**src/rtl/uart_tx_pkg.sv**
```systemverilog
package uart_tx_pkg;
    typedef enum logic [1:0] {
        MODE_NORMAL = 2'b00,
        MODE_BREAK  = 2'b01,
        MODE_ECHO   = 2'b10,
        MODE_LOOP   = 2'b11
    } line_mode_e;

    typedef enum logic [2:0] {
        ST_IDLE,
        ST_START,
        ST_DATA,
        ST_PARITY,
        ST_STOP
    } tx_state_e;
endpackage

```
**src/rtl/uart_tx_hold.sv**
```systemverilog
module uart_tx_hold #(
    parameter int DW = 8
) (
    input  logic          clk,
    input  logic          rst,
    input  logic          wr_en,
    input  logic [DW-1:0] wr_data,
    input  logic          take,
    output logic [DW-1:0] hold_data,
    output logic          hold_empty
);
    always_ff @(posedge clk or posedge rst) begin
        if (rst) begin
            hold_data  <= '0;
            hold_empty <= 1'b1;
        end else if (wr_en) begin
            // a write in the load cycle refills the buffer after the copy
            hold_data  <= wr_data;
            hold_empty <= 1'b0;
        end else if (take) begin
            hold_empty <= 1'b1;
        end
    end
endmodule

```
**src/rtl/uart_tx_format.sv**
```systemverilog
module uart_tx_format #(
    parameter int DW = 8
) (
    input  logic [DW-1:0] raw,
    input  logic [1:0]    len_code,
    input  logic [2:0]    par_code,
    output logic [DW-1:0] masked,
    output logic          par_en,
    output logic          par_bit
);
    // clear every bit at or above the selected character length
    for (genvar g = 0; g < DW; g++) begin : g_mask
        assign masked[g] = raw[g] & (g < (5 + int'(len_code)));
    end

    assign par_en  = !(par_code[2] && par_code[1]);
    // code bit 0 set means odd parity
    assign par_bit = (^masked) ^ par_code[0];
endmodule

```
**src/rtl/uart_tx_seq.sv**
```systemverilog
module uart_tx_seq
    import uart_tx_pkg::*;
#(
    parameter int DW  = 8,
    parameter int TPB = 16
) (
    input  logic          clk,
    input  logic          rst,
    input  logic          tick,
    input  line_mode_e    mode,
    input  logic          cts,
    input  logic          rx_pin,
    input  logic          hold_empty,
    input  logic [DW-1:0] data_in,
    input  logic          par_en_in,
    input  logic          par_bit_in,
    input  logic [1:0]    len_in,
    input  logic          stop_in,
    output logic          take,
    output logic          busy,
    output logic          txd,
    output logic          loop_data
);
    localparam int CW   = $clog2(2 * TPB);
    localparam int IW   = $clog2(DW);
    localparam int HALF = TPB / 2;

    tx_state_e      state, state_nx;
    logic [CW-1:0]  cnt, limit, stop_lim;
    logic [IW-1:0]  bidx, last_idx;
    logic [DW-1:0]  shreg;
    logic           par_q, par_on;
    logic           bit_end, frame_bit;

    assign take    = (state == ST_IDLE) && tick && !hold_empty &&
                     (mode != MODE_ECHO) && (cts || mode == MODE_LOOP);
    assign limit   = (state == ST_STOP) ? stop_lim : CW'(TPB - 1);
    assign bit_end = tick && (cnt == limit);
    assign busy    = (state != ST_IDLE);

    // state register
    always_ff @(posedge clk or posedge rst) begin
        if (rst) state <= ST_IDLE;
        else     state <= state_nx;
    end

    // transitions
    always_comb begin
        state_nx = state;
        unique case (state)
            ST_IDLE:   if (take) state_nx = ST_START;
            ST_START:  if (bit_end) state_nx = ST_DATA;
            ST_DATA:   if (bit_end && bidx == last_idx)
                           state_nx = par_on ? ST_PARITY : ST_STOP;
            ST_PARITY: if (bit_end) state_nx = ST_STOP;
            ST_STOP:   if (bit_end) state_nx = ST_IDLE;
            default:   state_nx = ST_IDLE;
        endcase
    end

    // frame datapath: format is latched at load
    always_ff @(posedge clk or posedge rst) begin
        if (rst) begin
            cnt      <= '0;
            bidx     <= '0;
            last_idx <= '0;
            shreg    <= '0;
            par_q    <= 1'b0;
            par_on   <= 1'b0;
            stop_lim <= '0;
        end else if (take) begin
            cnt      <= '0;
            bidx     <= '0;
            shreg    <= data_in;
            last_idx <= IW'(4) + IW'(len_in);
            par_q    <= par_bit_in;
            par_on   <= par_en_in;
            if (!stop_in)           stop_lim <= CW'(TPB - 1);
            else if (len_in == 2'b00) stop_lim <= CW'(TPB + HALF - 1);
            else                    stop_lim <= CW'(2 * TPB - 1);
        end else if (busy && tick) begin
            if (cnt == limit) begin
                cnt <= '0;
                if (state == ST_DATA) begin
                    shreg <= shreg >> 1;
                    bidx  <= bidx + IW'(1);
                end
            end else begin
                cnt <= cnt + CW'(1);
            end
        end
    end

    // outputs
    always_comb begin
        frame_bit = 1'b1;
        unique case (state)
            ST_IDLE:   frame_bit = 1'b1;
            ST_START:  frame_bit = 1'b0;
            ST_DATA:   frame_bit = shreg[0];
            ST_PARITY: frame_bit = par_q;
            ST_STOP:   frame_bit = 1'b1;
            default:   frame_bit = 1'b1;
        endcase

        if (rst)                     txd = 1'b1;
        else if (mode == MODE_ECHO)  txd = rx_pin;
        else if (mode == MODE_LOOP)  txd = 1'b1;
        else if (!busy)              txd = 1'b1;
        else if (mode == MODE_BREAK) txd = 1'b0;
        else                         txd = frame_bit;

        loop_data = (mode == MODE_LOOP) ? frame_bit : 1'b1;
    end
endmodule

```
**src/rtl/uart_tx_core.sv**
```systemverilog
module uart_tx_core
    import uart_tx_pkg::*;
#(
    parameter int DW  = 8,
    parameter int TPB = 16
) (
    input  logic          clk,
    input  logic          rst,
    input  logic          tick,
    input  logic [1:0]    cfg_len,
    input  logic          cfg_stop,
    input  logic [2:0]    cfg_parity,
    input  logic [1:0]    mode_sel,
    input  logic          cts,
    input  logic          rx_pin,
    input  logic          wr_en,
    input  logic [DW-1:0] wr_data,
    output logic          txd,
    output logic          loop_data,
    output logic          buf_empty,
    output logic          tx_done
);
    line_mode_e    line_mode;
    logic [DW-1:0] hold_data, masked;
    logic          take, busy, par_en, par_bit;

    assign line_mode = line_mode_e'(mode_sel);

    uart_tx_hold #(.DW(DW)) u_hold (
        .clk        (clk),
        .rst        (rst),
        .wr_en      (wr_en),
        .wr_data    (wr_data),
        .take       (take),
        .hold_data  (hold_data),
        .hold_empty (buf_empty)
    );

    uart_tx_format #(.DW(DW)) u_fmt (
        .raw      (hold_data),
        .len_code (cfg_len),
        .par_code (cfg_parity),
        .masked   (masked),
        .par_en   (par_en),
        .par_bit  (par_bit)
    );

    uart_tx_seq #(.DW(DW), .TPB(TPB)) u_seq (
        .clk        (clk),
        .rst        (rst),
        .tick       (tick),
        .mode       (line_mode),
        .cts        (cts),
        .rx_pin     (rx_pin),
        .hold_empty (buf_empty),
        .data_in    (masked),
        .par_en_in  (par_en),
        .par_bit_in (par_bit),
        .len_in     (cfg_len),
        .stop_in    (cfg_stop),
        .take       (take),
        .busy       (busy),
        .txd        (txd),
        .loop_data  (loop_data)
    );

    assign tx_done = !busy && buf_empty;
endmodule

```
**config.mk**
```make
export PLATFORM = sky130hd
export DESIGN_NAME = uart_tx_core
export DESIGN_NICKNAME = d
export VERILOG_FILES = /design/src/rtl/uart_tx_pkg.sv /design/src/rtl/uart_tx_hold.sv /design/src/rtl/uart_tx_format.sv /design/src/rtl/uart_tx_seq.sv /design/src/rtl/uart_tx_core.sv
export SDC_FILE = /design/constraint.sdc
export NUM_CORES = 1
export LEC_CHECK = 0
export ABC_CLOCK_PERIOD_IN_PS = 4000
export CORE_ASPECT_RATIO = 1.2
export CORE_MARGIN = 4
export CORE_UTILIZATION = 58
export DETAILED_ROUTE_END_ITERATION = 8
export GPL_ROUTABILITY_DRIVEN = 0
export GPL_TIMING_DRIVEN = 0
export PLACE_DENSITY_LB_ADDON = 0.12
export SYNTH_ARGS = -nofsm -noshare
export SYNTH_HDL_FRONTEND = slang
export SYNTH_SLANG_ARGS = --single-unit
```
**constraint.sdc**
```tcl
create_clock -name clk -period 4 [get_ports clk]
set_input_delay 0.4 -clock clk [delete_from_list [all_inputs] [get_ports clk]]
set_output_delay 0.4 -clock clk [all_outputs]
set_load 0.03 [all_outputs]
```
==> summary by stage <==
STA
The total negative setup slack is 0 ps. The number of slew-limit violations in the final report is 0. The final critical path takes up 70.96% of the cycle. Headroom to the max-slew limit came out at about half.

Setup violations remaining at the end of the flow were counted as 0. For the pin with the worst max-slew slack, the measured transition is 728.4 ps. Setup repair after global routing left no endpoint under its margin. The total count of hold-check failures in the final report is 0. The minimum clock period after layout is 2838 ps. For this run, the top clock speed supported by timing is ~350 MHz.

The clock arrives with 5.017 ps of skew.

Synthesis
By area the synthesized netlist is led by sky130_fd_sc_hd__dfrtp_1, sky130_fd_sc_hd__mux2i_1, sky130_fd_sc_hd__mux2_2. The post-synthesis cell type with the largest combined area is sky130_fd_sc_hd__dfrtp_1. The share of synthesized area occupied by flip-flops and latches is 46.92%. The synthesized design devotes to its leading area cell type between 40% and 50% of total area. The most common cell in the synthesized netlist is sky130_fd_sc_hd__dfrtp_1. The count of distinct cell types in the synthesized netlist is between 40 and 50. The number of standard cells after synthesis is around 180. The total of flip-flops plus latches after synthesis is 35. The netlist area before placement is 0.001869 sq mm. Counting flops with a built-in enable in the synthesized netlist gives 0.

For this run, asynchronously set or reset flops after synthesis account for 100.0%. The mean instance size in the synthesized netlist is between 10 and 15 sq um. In the synthesized netlist, the cells that appear most often are sky130_fd_sc_hd__dfrtp_1, sky130_fd_sc_hd__nand2_1, sky130_fd_sc_hd__nor2_1. The Yosys step of the flow raised 0 warnings.

The post-synth net total is about 210. The most used flip-flop cell after synthesis is sky130_fd_sc_hd__dfrtp_1.

Global route
The number of global-route vias before repair came to 1497. The initial antenna violation count is 0. The total track usage is 19.41%. After global routing the overflow that remains totals 0. The pin count of the biggest net entering global routing is 37.

The first-pass GRT wire length is 6258 um.

Route
The routed design has 3684 um of wire. The residual DRC count is 0. The first-pass iteration count of the detailed router is 7. The routed wirelength normalized by instance count is 14.74 um. The count of nets left with antenna violations once routing finished came out at 0.

Summing over every cut layer, the via total after detailed routing is 1441. The first routing iteration left 93 violations. The vias per cell is 5.764.

Clocking
The maximum level of the CTS H-tree is 2. The post-cts hold buffer count is 0. The total clock sinks is 35.

TritonCTS built the clock tree. The post-CTS setup buffer count is 0. The count of cells resized by post-cts repair is 0.

The maximum count of clock buffers along a single path is 2. In this run, CTS created clock tree buffers numbering 5. Clock latency on the worst-skew pair, taken at its later pin, is 320 ps. The clock-pin transition on the worst setup and hold timing paths is about 100 ps.

CTS placed an instance of sky130_fd_sc_hd__clkbuf_4 at the clock tree root.

Hold path
The worst min-delay path class is reg -> reg. The startpoint identified for the worst hold timing path is u_seq.par_q.

Layout
The count of nets after finishing is around 240. The post-synthesis to final-layout area growth is 17.47%. Fill cells in the final layout number around 270. The share of final-layout standard cells stronger than drive strength 1 is 13.08%. 0 antenna diodes ended up in the layout.

Placement
Input and output buffers added on the ports amount to 24. The wire-length estimate of the detail-placed layout is 2806 um.

Power
The reported leakage power is 0.9367 nW. The design draws 1.110 mW. The highest ir drop seen on vdd is 0.0003259 V. Dividing total power by cell area gives a power density of 505.5 mW/mm^2.

Critical path
Walking the worst path, the cells encountered are buf_2, or3_2, o21ai_0, o21ai_0, nand2_1, clkdlybuf4s50_1. The type of the worst setup path is reg -> out. The highest cell delay on the worst timing path is 670 ps. The capturing element type of the critical path is an output port.

The timing startpoint of the critical path is u_seq.state[1]. The most used cell along the critical path is sky130_fd_sc_hd__o21ai_0. The startpoint type of the worst setup path is a flop. Of all nets on the critical path, the largest fanout is 10. The cell with the largest stage delay on the worst path is sky130_fd_sc_hd__clkdlybuf4s50_1. STA puts the critical path data arrival time at between 2000 and 2500 ps. The required time of the critical path is 3600 ps. The startpoint identified for the worst register-to-register timing path is u_seq.state[1].

Floorplan
The floorplan die area is between 0.004 and 0.005 sq mm. Measured along the y axis, the die boundary spans 70.19 um. The floorplan core area is 0.003083 sq mm. The floorplan has 22 rows. The initial standard-cell utilization of the core is 60.63%. For this design the top-level I/O count stands at 26. In this run the horizontal extent of the chip is between 50 and 60 um.

Run
The number of maximum-capacitance constraint violations is 0.

Outcome
The flow ran to the end, and the final reports show no timing, DRC or antenna violations.
[sequential cells by signal, summed over array words and instances (netlist names)]
name and cells:
u_hold.hold_data 8, u_seq.shreg 8, u_seq.cnt 5, u_seq.bidx 3, u_seq.state 3, u_seq.stop_lim 3
u_seq.last_idx 2, u_hold.hold_empty 1, u_seq.par_on 1, u_seq.par_q 1
[routing by layer]
| layer | part of all wire, % | vias up | GRT usage [%] |
|---|---|---|---|
| met5 | 0 | - | 0 |
| met4 | 3.2 | 0 | 9.606 |
| met3 | 6.0 | 13 | 4.806 |
| met2 | 51 | 51 | 33.17 |
| met1 | 40 | 675 | 21.55 |
| li1 | - | 702 | - |
[cells by family (layout without fill, tap and decap cells)]
family / Yosys count / count (layout) / share of synthesized area (%)
buf+inv: 12 / 42 / 4.418
simple gates: 70 / 70 / 18.68
flops: 35 / 35 / 46.92
xor+xnor: 14 / 14 / 6.560
fa+ha+maj: 2 / 2 / 1.338
mux: 20 / 20 / 11.31
compound gates: 31 / 31 / 10.78
[area by class of cell]
cell class | count | area [sq um] | area share (%)
plain buffers | 9 | 71.32 | 3.248
clock buffers | 6 | 41.29 | 1.880
inverters | 3 | 11.26 | 0.5128
multi-input cells | 137 | 909.6 | 41.42
flip-flops and latches | 35 | 877.1 | 39.94
well taps | 36 | 45.04 | 2.051
repair buffers | 24 | 240.2 | 10.94
[final timing paths]
check                                           end  slack [ps]  cells past startpoint
worst max-delay path                            txd        1160                      6
worst min-delay path                    u_seq.par_q         490                      2
worst max register to register       u_seq.shreg[1]        1830                      7
worst min register to register          u_seq.par_q         490                      2
max in group asynchronous       u_hold.hold_data[7]        3010                      2
min in group asynchronous              u_seq.cnt[2]         530                      2
[through the flow]
stage / util, % / hold slack (ps) / cell area [sq um] / setup WS (ps) / cells
2_1_floorplan: - / 438.1 / 1869 / 2023 / 184
3_3_place_gp: 69.89 / 458.3 / 2155 / 1064 / 244
3_5_place_dp: 69.89 / 469.7 / 2155 / 994.0 / 244
4_1_cts: 71.23 / 489.3 / 2196 / 992.8 / 250
5_1_grt: 71.23 / 514.0 / 2196 / 1056 / 250
6_report: 71.23 / 487.0 / 2196 / 1162 / 250
[placed cells by master, fill, tap and decap left out, types with 2 or more instances in the layout]
master and n:
sky130_fd_sc_hd__xnor2_1 8, sky130_fd_sc_hd__ha_1 2, sky130_fd_sc_hd__nor2_1 19, sky130_fd_sc_hd__a32o_1 2
sky130_fd_sc_hd__inv_1 2, sky130_fd_sc_hd__buf_6 2, sky130_fd_sc_hd__clkbuf_1 4, sky130_fd_sc_hd__mux2_2 9
sky130_fd_sc_hd__nor3_1 4, sky130_fd_sc_hd__clkbuf_4 5, sky130_fd_sc_hd__dfrtp_1 34, sky130_fd_sc_hd__a21oi_1 11
sky130_fd_sc_hd__o21ai_0 9, sky130_fd_sc_hd__xor2_1 6, sky130_fd_sc_hd__nor2b_1 2, sky130_fd_sc_hd__nand2b_1 2
sky130_fd_sc_hd__clkdlybuf4s50_1 24, sky130_fd_sc_hd__nand3_1 8, sky130_fd_sc_hd__mux2i_1 11, sky130_fd_sc_hd__nand2_1 24
sky130_fd_sc_hd__a31oi_1 2, sky130_fd_sc_hd__buf_2 2
[worst max-delay path, delay by kind of cell (launching register included)]
family,cells,cell delay [ps]
buffers and inverters,2,870
AND/OR/NAND/NOR,2,610
flip-flops,1,450
AO/OA/AOI/OAI,2,180
[report_power, final]
| part | internal, mW | switching [mW] | total, mW | leakage, nW |
|---|---|---|---|---|
| clock network | 0.0625 | 0.105 | 0.168 | 0.0242 |
| registers | 0.462 | 0.0869 | 0.549 | 0.410 |
| logic | 0.194 | 0.200 | 0.394 | 0.502 |
| total | 0.718 | 0.392 | 1.11 | 0.937 |
Power figures use the tool's default switching activity.
